[config.mk]
export PLATFORM = sky130hd
export DESIGN_NAME = agu_ea_gen
export DESIGN_NICKNAME = d
export VERILOG_FILES = /design/src/rtl/agu_pkg.sv /design/src/rtl/agu_form_decode.sv /design/src/rtl/agu_term_shape.sv /design/src/rtl/agu_adder3.sv /design/src/rtl/agu_ea_gen.sv
export SDC_FILE = /design/constraint.sdc
export NUM_CORES = 1
export LEC_CHECK = 0
export BUFFER_PORTS_ARGS = -buffer_cell sky130_fd_sc_hd__clkbuf_2
export CAP_MARGIN = 10
export CORE_MARGIN = 2
export CORE_UTILIZATION = 59
export CTS_BUF_LIST = sky130_fd_sc_hd__clkbuf_4 sky130_fd_sc_hd__clkbuf_8
export CTS_CLUSTER_DIAMETER = 100
export DETAILED_ROUTE_END_ITERATION = 7
export GPL_ROUTABILITY_DRIVEN = 0
export PLACE_DENSITY = 0.95
export SYNTH_ARGS = -nofsm -noshare
export SYNTH_HDL_FRONTEND = slang
export SYNTH_SLANG_ARGS = --single-unit
[constraint.sdc]
create_clock -name clk -period 8.6 [get_ports clk]
set_input_delay 0.43 -clock clk [delete_from_list [all_inputs] [get_ports clk]]
set_output_delay 0.43 -clock clk [all_outputs]
set_load 0.01 [all_outputs]
[src/rtl/agu_pkg.sv]
// agu_pkg: shared widths, code enumerations and the decoded control word
// for the effective address generator. Assumes form and op codes are 2 bits.
package agu_pkg;

    localparam int AGU_ADDR_W  = 32;
    localparam int AGU_SHORT_W = 8;
    localparam int AGU_SCALE_W = 2;

    // Address form selected by the decoded instruction
    typedef enum logic [1:0] {
        FORM_BASE_DISP = 2'b00,
        FORM_BASE_IDX  = 2'b01,
        FORM_SCALED    = 2'b10,
        FORM_FULL      = 2'b11
    } ea_form_e;

    // Operation kind that consumes the address
    typedef enum logic [1:0] {
        OP_LOAD  = 2'b00,
        OP_STORE = 2'b01,
        OP_ADDR  = 2'b10,
        OP_CALC  = 2'b11
    } ea_op_e;

    // Which terms enter the adder, and whether memory is touched
    typedef struct packed {
        logic use_index;
        logic use_scale;
        logic use_disp;
        logic mem_access;
    } term_ctl_t;

endpackage

[src/rtl/agu_form_decode.sv]
// agu_form_decode: turns the form and op codes into term enables and the
// memory-access flag. Purely combinational; assumes codes are fully decoded.
module agu_form_decode
    import agu_pkg::*;
(
    input  logic [1:0] form,
    input  logic [1:0] op,
    output term_ctl_t  ctl
);

    ea_form_e form_e;
    ea_op_e   op_e;

    assign form_e = ea_form_e'(form);
    assign op_e   = ea_op_e'(op);

    // Decode which of index, scale and displacement participate
    always_comb begin
        ctl = '0;
        unique case (form_e)
            FORM_BASE_DISP: begin
                ctl.use_index = 1'b0;
                ctl.use_scale = 1'b0;
                ctl.use_disp  = 1'b1;
            end
            FORM_BASE_IDX: begin
                ctl.use_index = 1'b1;
                ctl.use_scale = 1'b0;
                ctl.use_disp  = 1'b0;
            end
            FORM_SCALED: begin
                ctl.use_index = 1'b1;
                ctl.use_scale = 1'b1;
                ctl.use_disp  = 1'b0;
            end
            FORM_FULL: begin
                ctl.use_index = 1'b1;
                ctl.use_scale = 1'b1;
                ctl.use_disp  = 1'b1;
            end
            default: ctl = '0;
        endcase
        // Only load and store kinds start a memory access
        unique case (op_e)
            OP_LOAD, OP_STORE: ctl.mem_access = 1'b1;
            OP_ADDR, OP_CALC:  ctl.mem_access = 1'b0;
            default:           ctl.mem_access = 1'b0;
        endcase
    end

endmodule

[src/rtl/agu_term_shape.sv]
// agu_term_shape: prepares the index and displacement adder terms. The index
// is shifted by the scale code (a mux of precomputed shifts) and forced to zero
// when unused. The displacement is either the full word or a sign-extended short
// immediate. Assumes SHORT_W < ADDR_W.
module agu_term_shape
    import agu_pkg::*;
#(
    parameter int ADDR_W  = AGU_ADDR_W,
    parameter int SHORT_W = AGU_SHORT_W,
    parameter int SCALE_W = AGU_SCALE_W
) (
    input  term_ctl_t           ctl,
    input  logic [SCALE_W-1:0]  scale,
    input  logic [ADDR_W-1:0]   index,
    input  logic [ADDR_W-1:0]   disp,
    input  logic                disp_long,
    output logic [ADDR_W-1:0]   idx_term,
    output logic [ADDR_W-1:0]   disp_term
);

    localparam int NSHIFT = 1 << SCALE_W;
    localparam int EXT_W  = ADDR_W - SHORT_W;

    logic [ADDR_W-1:0]  shifted [NSHIFT];
    logic [SCALE_W-1:0] scale_eff;
    logic [ADDR_W-1:0]  disp_short;

    // One shifted copy of the index per scale code
    for (genvar s = 0; s < NSHIFT; s++) begin : g_shift
        assign shifted[s] = index << s;
    end

    // Scale applies only in the forms that use it
    assign scale_eff = ctl.use_scale ? scale : '0;

    // Index term: chosen shift, or zero when the form has no index
    always_comb begin
        idx_term = ctl.use_index ? shifted[scale_eff] : '0;
    end

    // Short displacement sign-extended from its top bit
    assign disp_short = {{EXT_W{disp[SHORT_W-1]}}, disp[SHORT_W-1:0]};

    // Displacement term: long, short, or zero when the form has none
    always_comb begin
        if (!ctl.use_disp)
            disp_term = '0;
        else if (disp_long)
            disp_term = disp;
        else
            disp_term = disp_short;
    end

endmodule

[src/rtl/agu_adder3.sv]
// agu_adder3: three-operand modulo-2^W adder. With USE_CSA the operands are
// first compressed by a 3:2 carry-save stage so only one carry chain remains;
// otherwise two chained adds are used. Both variants give identical sums.
module agu_adder3 #(
    parameter int W       = 32,
    parameter bit USE_CSA = 1'b1
) (
    input  logic [W-1:0] a,
    input  logic [W-1:0] b,
    input  logic [W-1:0] c,
    output logic [W-1:0] sum
);

    if (USE_CSA) begin : g_csa
        logic [W-1:0] part_sum;
        logic [W-1:0] part_cy;
        // Bitwise 3:2 compression
        always_comb begin
            part_sum = a ^ b ^ c;
            part_cy  = (a & b) | (a & c) | (b & c);
        end
        // Final carry-propagate add; the carry out of the top bit is dropped
        assign sum = part_sum + {part_cy[W-2:0], 1'b0};
    end else begin : g_chain
        // Two chained adds, truncated to W bits
        assign sum = a + b + c;
    end

endmodule

[src/rtl/agu_ea_gen.sv]
// agu_ea_gen: effective address generator top. Decodes form and op, shapes
// the index and displacement terms, sums base + index term + displacement term,
// and registers the result one cycle after in_valid. The address is held while
// no strobe arrives. Synchronous active-low reset clears all outputs.
module agu_ea_gen
    import agu_pkg::*;
#(
    parameter int ADDR_W  = AGU_ADDR_W,
    parameter int SHORT_W = AGU_SHORT_W,
    parameter int SCALE_W = AGU_SCALE_W,
    parameter bit USE_CSA = 1'b1
) (
    input  logic               clk,
    input  logic               rst_n,
    input  logic               in_valid,
    input  logic [1:0]         form,
    input  logic [1:0]         op,
    input  logic               disp_long,
    input  logic [SCALE_W-1:0] scale,
    input  logic [ADDR_W-1:0]  base,
    input  logic [ADDR_W-1:0]  index,
    input  logic [ADDR_W-1:0]  disp,
    output logic               out_valid,
    output logic               mem_req,
    output logic [ADDR_W-1:0]  ea_out
);

    term_ctl_t         ctl;
    logic [ADDR_W-1:0] idx_term;
    logic [ADDR_W-1:0] disp_term;
    logic [ADDR_W-1:0] ea_sum;

    agu_form_decode u_decode (
        .form (form),
        .op   (op),
        .ctl  (ctl)
    );

    agu_term_shape #(
        .ADDR_W  (ADDR_W),
        .SHORT_W (SHORT_W),
        .SCALE_W (SCALE_W)
    ) u_shape (
        .ctl       (ctl),
        .scale     (scale),
        .index     (index),
        .disp      (disp),
        .disp_long (disp_long),
        .idx_term  (idx_term),
        .disp_term (disp_term)
    );

    agu_adder3 #(
        .W       (ADDR_W),
        .USE_CSA (USE_CSA)
    ) u_add (
        .a   (base),
        .b   (idx_term),
        .c   (disp_term),
        .sum (ea_sum)
    );

    // Output stage: flags follow the strobe, the address loads only on a strobe
    always_ff @(posedge clk) begin
        if (!rst_n) begin
            out_valid <= 1'b0;
            mem_req   <= 1'b0;
            ea_out    <= '0;
        end else begin
            out_valid <= in_valid;
            mem_req   <= in_valid & ctl.mem_access;
            if (in_valid)
                ea_out <= ea_sum;
        end
    end

endmodule

## Word-level counts from Yosys, hierarchy flattened

Cells that the tools add are included.

- Register bits: 34
- Logic and storage cells: 33
- Bits of input ports: 106

- $lt $le $gt $ge: 1
- Mux-type cells: 9
- Bitwise logic cells: 9
- Reduce and logical (&&, ||, !) cells: 4
- Equal/unequal tests: 6
- Add/sub/neg operators: 1

Operators with widths:

| operator | number |
|---|---|
| 2-to-1 mux 32 bit | 5 |
| bitwise AND 31 bit | 3 |
| binary-select mux 32 bit (select 2 bit) | 1 |
| XOR 32 bit | 2 |
| bitwise OR 31 bit | 2 |
| adder 32 bit | 1 |
| one-hot mux 3 bit (4 select lines) | 1 |
| == test 2 bit, second input constant | 4 |
| == test 2 x 1 -> 1 bit, second input constant | 2 |
| zero test 2 bit | 2 |
| OR reduction 2 bit | 2 |
| greater-or-equal comparator 3 bit, second input constant | 1 |
| inverter 2 -> 3 bit | 1 |
| 2-to-1 mux 2 bit | 1 |
| one-hot mux 1 bit (2 select lines) | 1 |
| bitwise AND 1 bit | 1 |

## Logic depth before layout (Yosys ltp)

Gate-level depths: netlist of run 1.

- Depth in word-level cells: 12
- Mapped depth: 19
- Gate-level depth less buffers: 17

## Hierarchy

A second synthesis of run 1 with hierarchy kept.

- Cells, all modules: 548
- Area total of the unflattened synthesis: 4747.1 µm²

Modules (own cells, without submodules):

| module | times used | area an instance (µm²) | cells an instance | sequential area each (µm²) |
|---|---|---|---|---|
| agu_adder3 | 1 | 2432.3 | 290 | 0.0 |
| agu_ea_gen | 1 | 1296.2 | 107 | 680.7 |
| agu_term_shape | 1 | 955.9 | 142 | 0.0 |
| agu_form_decode | 1 | 62.6 | 9 | 0.0 |

## Least setup slack after synthesis of run 1

Ideal clock, no wire load.

- Kind: input to register
- Start: in form[0]
- End: reg ea_out[31]
- Setup slack: 4.212 ns
- Cell stages on the path: 16
- Setup time: 0.127 ns
- Data arrival time: 4.261 ns
- Path through: inv_1 ha_1 o21ai_1 clkbuf_1 mux2i_1 o22ai_1 fa_1 fa_1 a21oi_1 o21ai_2 a311oi_2 o31a_2 a21oi_4 a21oi_2 nor4_1 or3_1

- Word-level cells in the longest chain between the ends: 12

Ends and longest elaborated chain:

| what | RTL line | source |
|---|---|---|
| from (decl) | agu_ea_gen.sv:16 | `input logic [1:0] form,` |
| == test 2 bit (tied with other cells) | agu_form_decode.sv:20 | `unique case (form_e)` |
| one-hot mux 3 bit (4 select lines) * | agu_form_decode.sv:20 |  |
| 2-to-1 mux 2 bit | agu_term_shape.sv:34 | `assign scale_eff = ctl.use_scale ? scale : '0;` |
| inverter 2 -> 3 bit (not written as such) | agu_term_shape.sv:38 | `idx_term = ctl.use_index ? shifted[scale_eff] : '0;` |
| binary-select mux 32 bit (select 2 bit) | agu_term_shape.sv:38 |  |
| 2-to-1 mux 32 bit (not written as such) (2 in series) | agu_term_shape.sv:38 |  |
| 2-to-1 mux 32 bit | agu_term_shape.sv:38 |  |
| bitwise AND 31 bit | agu_adder3.sv:20 | `part_cy = (a & b) \| (a & c) \| (b & c);` |
| bitwise OR 31 bit (2 in series) | agu_adder3.sv:20 |  |
| adder 32 bit * | agu_adder3.sv:23 | `assign sum = part_sum + {part_cy[W-2:0], 1'b0};` |
| to (signal assigned) | agu_ea_gen.sv:73 | `ea_out <= ea_sum;` |
| to (decl) | agu_ea_gen.sv:25 | `output logic [ADDR_W-1:0] ea_out` |

Mark *: on every way between the ends. The rest lies on a longest branch, timed or not. The select of a mux whose other input is x is not followed.
A chain may end at the register's enable or synchronous reset.

## Worst setup path after layout of run 1

Same ends and word-level chain as after synthesis.

==> results of run 1 <==
-- path summary, 6_finish.rpt --
| kind | start | endpoint | cells past startpoint |
|---|---|---|---|
| setup / recovery | form[0] | ea_out[31] | 18 |
| hold / removal | op[1] | mem_req | 2 |
| hold reg to reg | ea_out[18] | ea_out[18] | 2 |
| setup reg to reg | ea_out[31] | ea_out[31] | 3 |
-- layer usage --
metal,vias up,track usage (%),wire length [um]
met5,-,0,0
met4,0,17.2,727
met3,67,5.24,1250
met2,339,57.3,6660
met1,2298,38.9,5370
li1,2283,-,-
-- report_power, final --
part,total (mW),leakage (nW),switching (mW),internal (mW)
logic,0.698,2.65,0.414,0.284
clock network,0.158,0.0573,0.0656,0.0928
registers,0.219,0.281,0.0216,0.197
-- per-stage QoR --
step,power [mW],setup slack [ns],cell area [um2]
after detailed placement,0.893,3.44,5410
final,1.07,3.63,5520
after global routing,1.15,3.45,5520
after global placement,0.863,3.58,5410
after floorplan,0.707,4.21,4710
after CTS,1.06,3.71,5520
-- state kept, by name, indices dropped and copies added, names as in the netlist --
signal,flops
ea_out,32
mem_req,1
out_valid,1
-- cells in the final DEF (no fill, tap or decap), drive strengths merged, types with 5 or more instances in the layout --
cell type / n
clkbuf: 144
inv: 72
nand2: 55
a21oi: 45
mux2i: 44
dfxtp: 34
ha: 33
fa: 32
o21ai: 28
a21o: 27
nor2: 23
nor2b: 23
o22a: 21
xnor2: 14
nand2b: 10
o22ai: 10
nand3: 10
xor2: 10
nand4: 9
and3: 6
nor3: 5
-- kinds of logic (layout without fill, tap and decap cells) --
group	after synthesis	after routing	share of synthesized area, %
AND/OR/NAND/NOR	160	160	17.3
adder cells (fa/ha/maj)	65	65	22.4
multiplexers	44	44	9.35
AO/OA/AOI/OAI	162	162	23.2
flip-flops	34	34	14.4
buffers and inverters	109	219	8.79
XOR/XNOR	24	24	4.46
-- cell type report --
class | instances | area share (%)
clock buffer | 6 | 1.50
sequential | 34 | 12.3
multi-input combinational | 455 | 65.7
tap | 102 | 2.31
timing repair buffer | 139 | 12.6
clock inverter | 1 | 0.544
inverter | 73 | 4.96
-- synthesized netlist by cell type, types with 2 or more instances --
| library cell | count |
|---|---|
| nor3_1 | 5 |
| clkbuf_1 | 30 |
| inv_1 | 72 |
| nand4b_1 | 3 |
| nand4_1 | 9 |
| fa_1 | 32 |
| xor2_1 | 10 |
| and2_1 | 2 |
| or3_1 | 2 |
| a221oi_1 | 2 |
| nand2b_1 | 10 |
| nand3_1 | 10 |
| a211o_1 | 2 |
| o31ai_1 | 3 |
| dfxtp_1 | 34 |
| a21oi_1 | 41 |
| nor2_1 | 23 |
| buf_1 | 2 |
| a31oi_1 | 4 |
| xnor2_1 | 14 |
| o211a_1 | 2 |
| mux2i_1 | 44 |
| o21ai_0 | 9 |
| and3_1 | 6 |
| o211ai_1 | 3 |
| o22a_1 | 21 |
| o21bai_1 | 4 |
| a21o_1 | 27 |
| and4_1 | 2 |
| a21oi_2 | 3 |
| ha_1 | 33 |
| o21ai_1 | 18 |
| nor2b_1 | 23 |
| nand2_1 | 54 |
| nand3b_1 | 4 |
| o21a_1 | 3 |
| o22ai_1 | 10 |
| buf_2 | 4 |
-- worst register-to-register path, delay by kind of cell (launching register included) --
family             cells  cell delay [ns]
DFF                    1             0.32
and+or+nand+nor        1             0.39
AOI/OAI and AO/OA      2             0.21
==> impl_metrics.json, run 1 <==
{
  "port_buffers": 138,
  "yosys.area.top_type_share_pct": 14.4,
  "drtIter0Drc": 546,
  "fin_hold_ws_ns": 0.286,
  "post_cts_buffers": 0,
  "antenna_found_initial": 0,
  "synth.area.top_cells": "dfxtp_1 (14%), fa_1 (14%), mux2i_1 (9.3%)",
  "grt_pass1_vias": 5002,
  "finalMaxSlewViolations": 0,
  "syn-cell-area_um2": 4710,
  "cp-end-kind": "flop",
  "clk_latency_ns": 0.29,
  "yosys_warnings": 0,
  "drive_above_1_share_pct": 22.2,
  "critical_path.top_delay_family": "compound AO/OA/AOI/OAI gates",
  "fin_tns_setup_ns": 0,
  "syn_nets": 769,
  "start_kind": "primary input",
  "placedCellCount": 803,
  "cts_tree": "done",
  "vdd.ir_drop.worst_mv": 0.113,
  "ctsResizeCount": 0,
  "die-area_um2": 8720,
  "cts_root_buf": "clkbuf_8",
  "required_ns": 8.78,
  "firstDrtPassIters": 6,
  "outcome": "completed",
  "max_stage_delay_ns": 0.59,
  "hold_class": "in2reg",
  "crit_arrival_ns": 5.15,
  "vias": 4987,
  "fillCellCount": 566,
  "path_class": "in2reg",
  "overflow": 0,
  "clk_pin_slew_ns": 0.07,
  "fin_cells": 810,
  "ant_nets": 0,
  "max_slew_margin_pct": 26.1,
  "clock_skew_ns": 0,
  "timing.fmax_mhz": 201,
  "min_period_over_period_pct": 57.8,
  "yosysSeqAreaShare_pct": 14.4,
  "fin_crit_ns": 4.97,
  "hold_viol": 0,
  "die-height_um": 93.4,
  "rsz0062_at_grt": "false",
  "drc": 0,
  "coreArea_um2": 7730,
  "multi_input_area_um2": 3630,
  "synth_top_area_cell": "dfxtp_1",
  "avgSynthCellArea_um2": 7.88,
  "synth_cell_types": 56,
  "synth_seq_cells": 34,
  "dp_hpwl_mm": 10.8,
  "ys_dominant_reg_cell": "dfxtp_1",
  "grt_max_degree": 33,
  "worst_slew_pin_slew_ns": 1.11,
  "initial_utilization_pct": 61.0,
  "die_x_um": 93.4,
  "crit_fanout": 31,
  "ys_async_sr_fraction_pct": 0,
  "layout.area.seq_um2": 681,
  "antenna_cells": 0,
  "leakagePower_nw": 2.99,
  "vias_per_cell": 6.16,
  "powerDensity_nw_per_um2": 195,
  "numCtsBuffers": 5,
  "crit_buf_inv": 3,
  "gr-usage-all-layers_pct": 32.9,
  "setup_viol": 0,
  "finalWirelength_mm": 14.0,
  "pin_count": 140,
  "fin_nets": 879,
  "crit_path_cell_trace": "clkbuf_2 -> inv_1 -> ha_1 -> o21ai_1 -> nand2b_1 -> or2_2 -> fa_1 -> inv_1 -> ha_1 -> fa_1 -> a21oi_1 -> o21ai_2 -> a311oi_2 -> o31a_2 -> a21oi_4 -> a21oi_2 -> nor4_1 -> or3_1",
  "grt_pass1_wl_mm": 23.0,
  "r2r_setup_slack_ns": 7.58,
  "area_growth_pct": 17.2,
  "post_drt_wl_per_cell_um": 17.3,
  "utilization_pct": 71.4,
  "cts_hold_buf": 0,
  "row_count": 32,
  "cts.sinks": 34,
  "synthCells": 598,
  "clk_path_buf_depth": 2,
  "synth_edf_count": 0,
  "slowest_stage": "nand2b_1",
  "max-cap-violations": 0,
  "htree_levels": 2
}
Note: power is estimated with default switching activity, not from simulation.
==> inputs of run 2 (changes only) <==
Settings changed: CORE_UTILIZATION 59 to 55, PLACE_DENSITY 0.95 to 0.89.
Clock period 8.6 ns to 4.7 ns, I/O delays scaled along.
==> run 2 against run 1 <==
  * Setup slack worse by 3.1 ns
  * First-iteration DRC count fell by 21%
  * Die area is 7.0% higher
  * Combinational power increased by 83%
  * Non-clock buffer count is 7 higher
==> impl_metrics.json, run 2 (synthesized netlist as in run 1, its figures left out) <==
{
  "outcome": "completed",
  "fillCellCount": 676,
  "overflow": 0,
  "mostFrequentLayoutCells": "clkbuf_2 (138), inv_1 (72), nand2_1 (54), mux2i_1 (44), a21oi_1 (41)",
  "drtIter0Drc": 434,
  "drive_above_1_share_pct": 23.0,
  "antenna_cells": 0,
  "pin_count": 140,
  "vias": 4889,
  "fin_crit_ns": 4.19,
  "largest_reg_flops": 32,
  "layout.area.seq_um2": 681,
  "firstDrtPassIters": 5,
  "clk_pin_slew_ns": 0.08,
  "drc": 0,
  "cts_tree": "done",
  "power.total_mw": 1.92,
  "regMostFlops": "ea_out",
  "mostFrequentLayoutCell": "clkbuf_2",
  "ctsResizeCount": 0,
  "cts.sinks": 34,
  "utilization_pct": 67.5,
  "vias_per_cell": 5.95,
  "die-area_um2": 9320,
  "gr-usage-all-layers_pct": 30.0,
  "clk_path_buf_depth": 2,
  "ant_nets": 0,
  "crit_arrival_ns": 4.36,
  "grt_pass1_vias": 4735,
  "cp-end-kind": "flop",
  "start_kind": "primary input",
  "finalMaxSlewViolations": 0,
  "post_cts_buffers": 0,
  "cts_hold_buf": 0,
  "cts_root_buf": "clkbuf_8",
  "worst_slew_pin_slew_ns": 0.795,
  "clk_latency_ns": 0.29,
  "dp_hpwl_mm": 10.9,
  "port_buffers": 138,
  "post_drt_wl_per_cell_um": 16.6,
  "max_slew_margin_pct": 46.9,
  "min_period_over_period_pct": 89.2,
  "powerDensity_nw_per_um2": 344,
  "leakagePower_nw": 3.02,
  "timing.fmax_mhz": 238,
  "hold_class": "in2reg",
  "initial_utilization_pct": 57.0,
  "fin_nets": 886,
  "antenna_found_initial": 0,
  "die-height_um": 96.5,
  "setup_viol": 0,
  "max-cap-violations": 0,
  "area_growth_pct": 18.3,
  "grt_max_degree": 32,
  "vdd.ir_drop.worst_mv": 0.186,
  "fin_tns_setup_ns": 0,
  "layout_top_registers": "ea_out (32), mem_req (1), out_valid (1)",
  "clock_skew_ns": 0,
  "crit_fanout": 28,
  "grt_pass1_wl_mm": 21.7,
  "numCtsBuffers": 5,
  "multi_input_area_um2": 3630,
  "die_x_um": 96.5,
  "finalWirelength_mm": 13.7,
  "path_class": "in2reg",
  "required_ns": 4.87,
  "htree_levels": 2,
  "rsz0062_at_grt": "false",
  "hold_viol": 0,
  "coreArea_um2": 8260,
  "fin_hold_ws_ns": 0.0822,
  "row_count": 33
}
## run 2: worst max-delay path, stage by stage
cell	delay, ns
clkbuf_2	0.09
inv_1	0.06
ha_1	0.26
o21ai_4	0.31
buf_12	0.25
mux2i_1	0.29
o22a_1	0.23
fa_1	0.43
inv_1	0.08
ha_1	0.29
a21oi_2	0.23
nand2b_1	0.11
o31ai_1	0.44
o211ai_1	0.22
a21oi_1	0.39
o31ai_1	0.19
nand4b_1	0.14
o211ai_1	0.11
## run 2: per-layer routing
layer | GRT usage, % | up-vias | share of wire, %
met3 | 4.73 | 73 | 8.6
li1 | - | 2303 | -
met4 | 16.7 | 0 | 5.2
met2 | 49.5 | 296 | 46
met5 | 0 | - | 0
met1 | 37.3 | 2217 | 41
## run 2: per-stage QoR
| step | area (um2) | std cells | setup WS [ns] |
|---|---|---|---|
| 3_5_place_dp | 5480 | 813 | 0.364 |
| 2_1_floorplan | 4710 | 598 | 0.507 |
| 6_report | 5570 | 821 | 0.507 |
| 3_3_place_gp | 5480 | 813 | 0.479 |
| 5_1_grt | 5570 | 821 | 0.284 |
| 4_1_cts | 5570 | 821 | 0.636 |
## run 2: worst paths after layout
| path | startpoint | endpoint | slack (ns) | depth (start not counted) |
|---|---|---|---|---|
| worst max-delay path | form[0] | ea_out[24] | 0.51 | 18 |
| worst min-delay path | op[1] | mem_req | 0.08 | 2 |
| worst max register to register | ea_out[31] | ea_out[31] | 3.68 | 3 |
| worst min register to register | ea_out[29] | ea_out[29] | 0.45 | 2 |
## run 2: area by class of cell
type / instances / area share, %
multi-input combinational: 455 / 65.1
clock inverter: 2 / 0.225
clock buffer: 6 / 1.48
timing repair buffer: 146 / 13.7
sequential: 34 / 12.2
inverter: 73 / 4.92
tap: 105 / 2.36
## run 2: power by group
group	switching [mW]	internal, mW
Sequential	0.0381	0.360
Clock	0.126	0.118
Combinational	0.747	0.529
Total	0.911	1.01
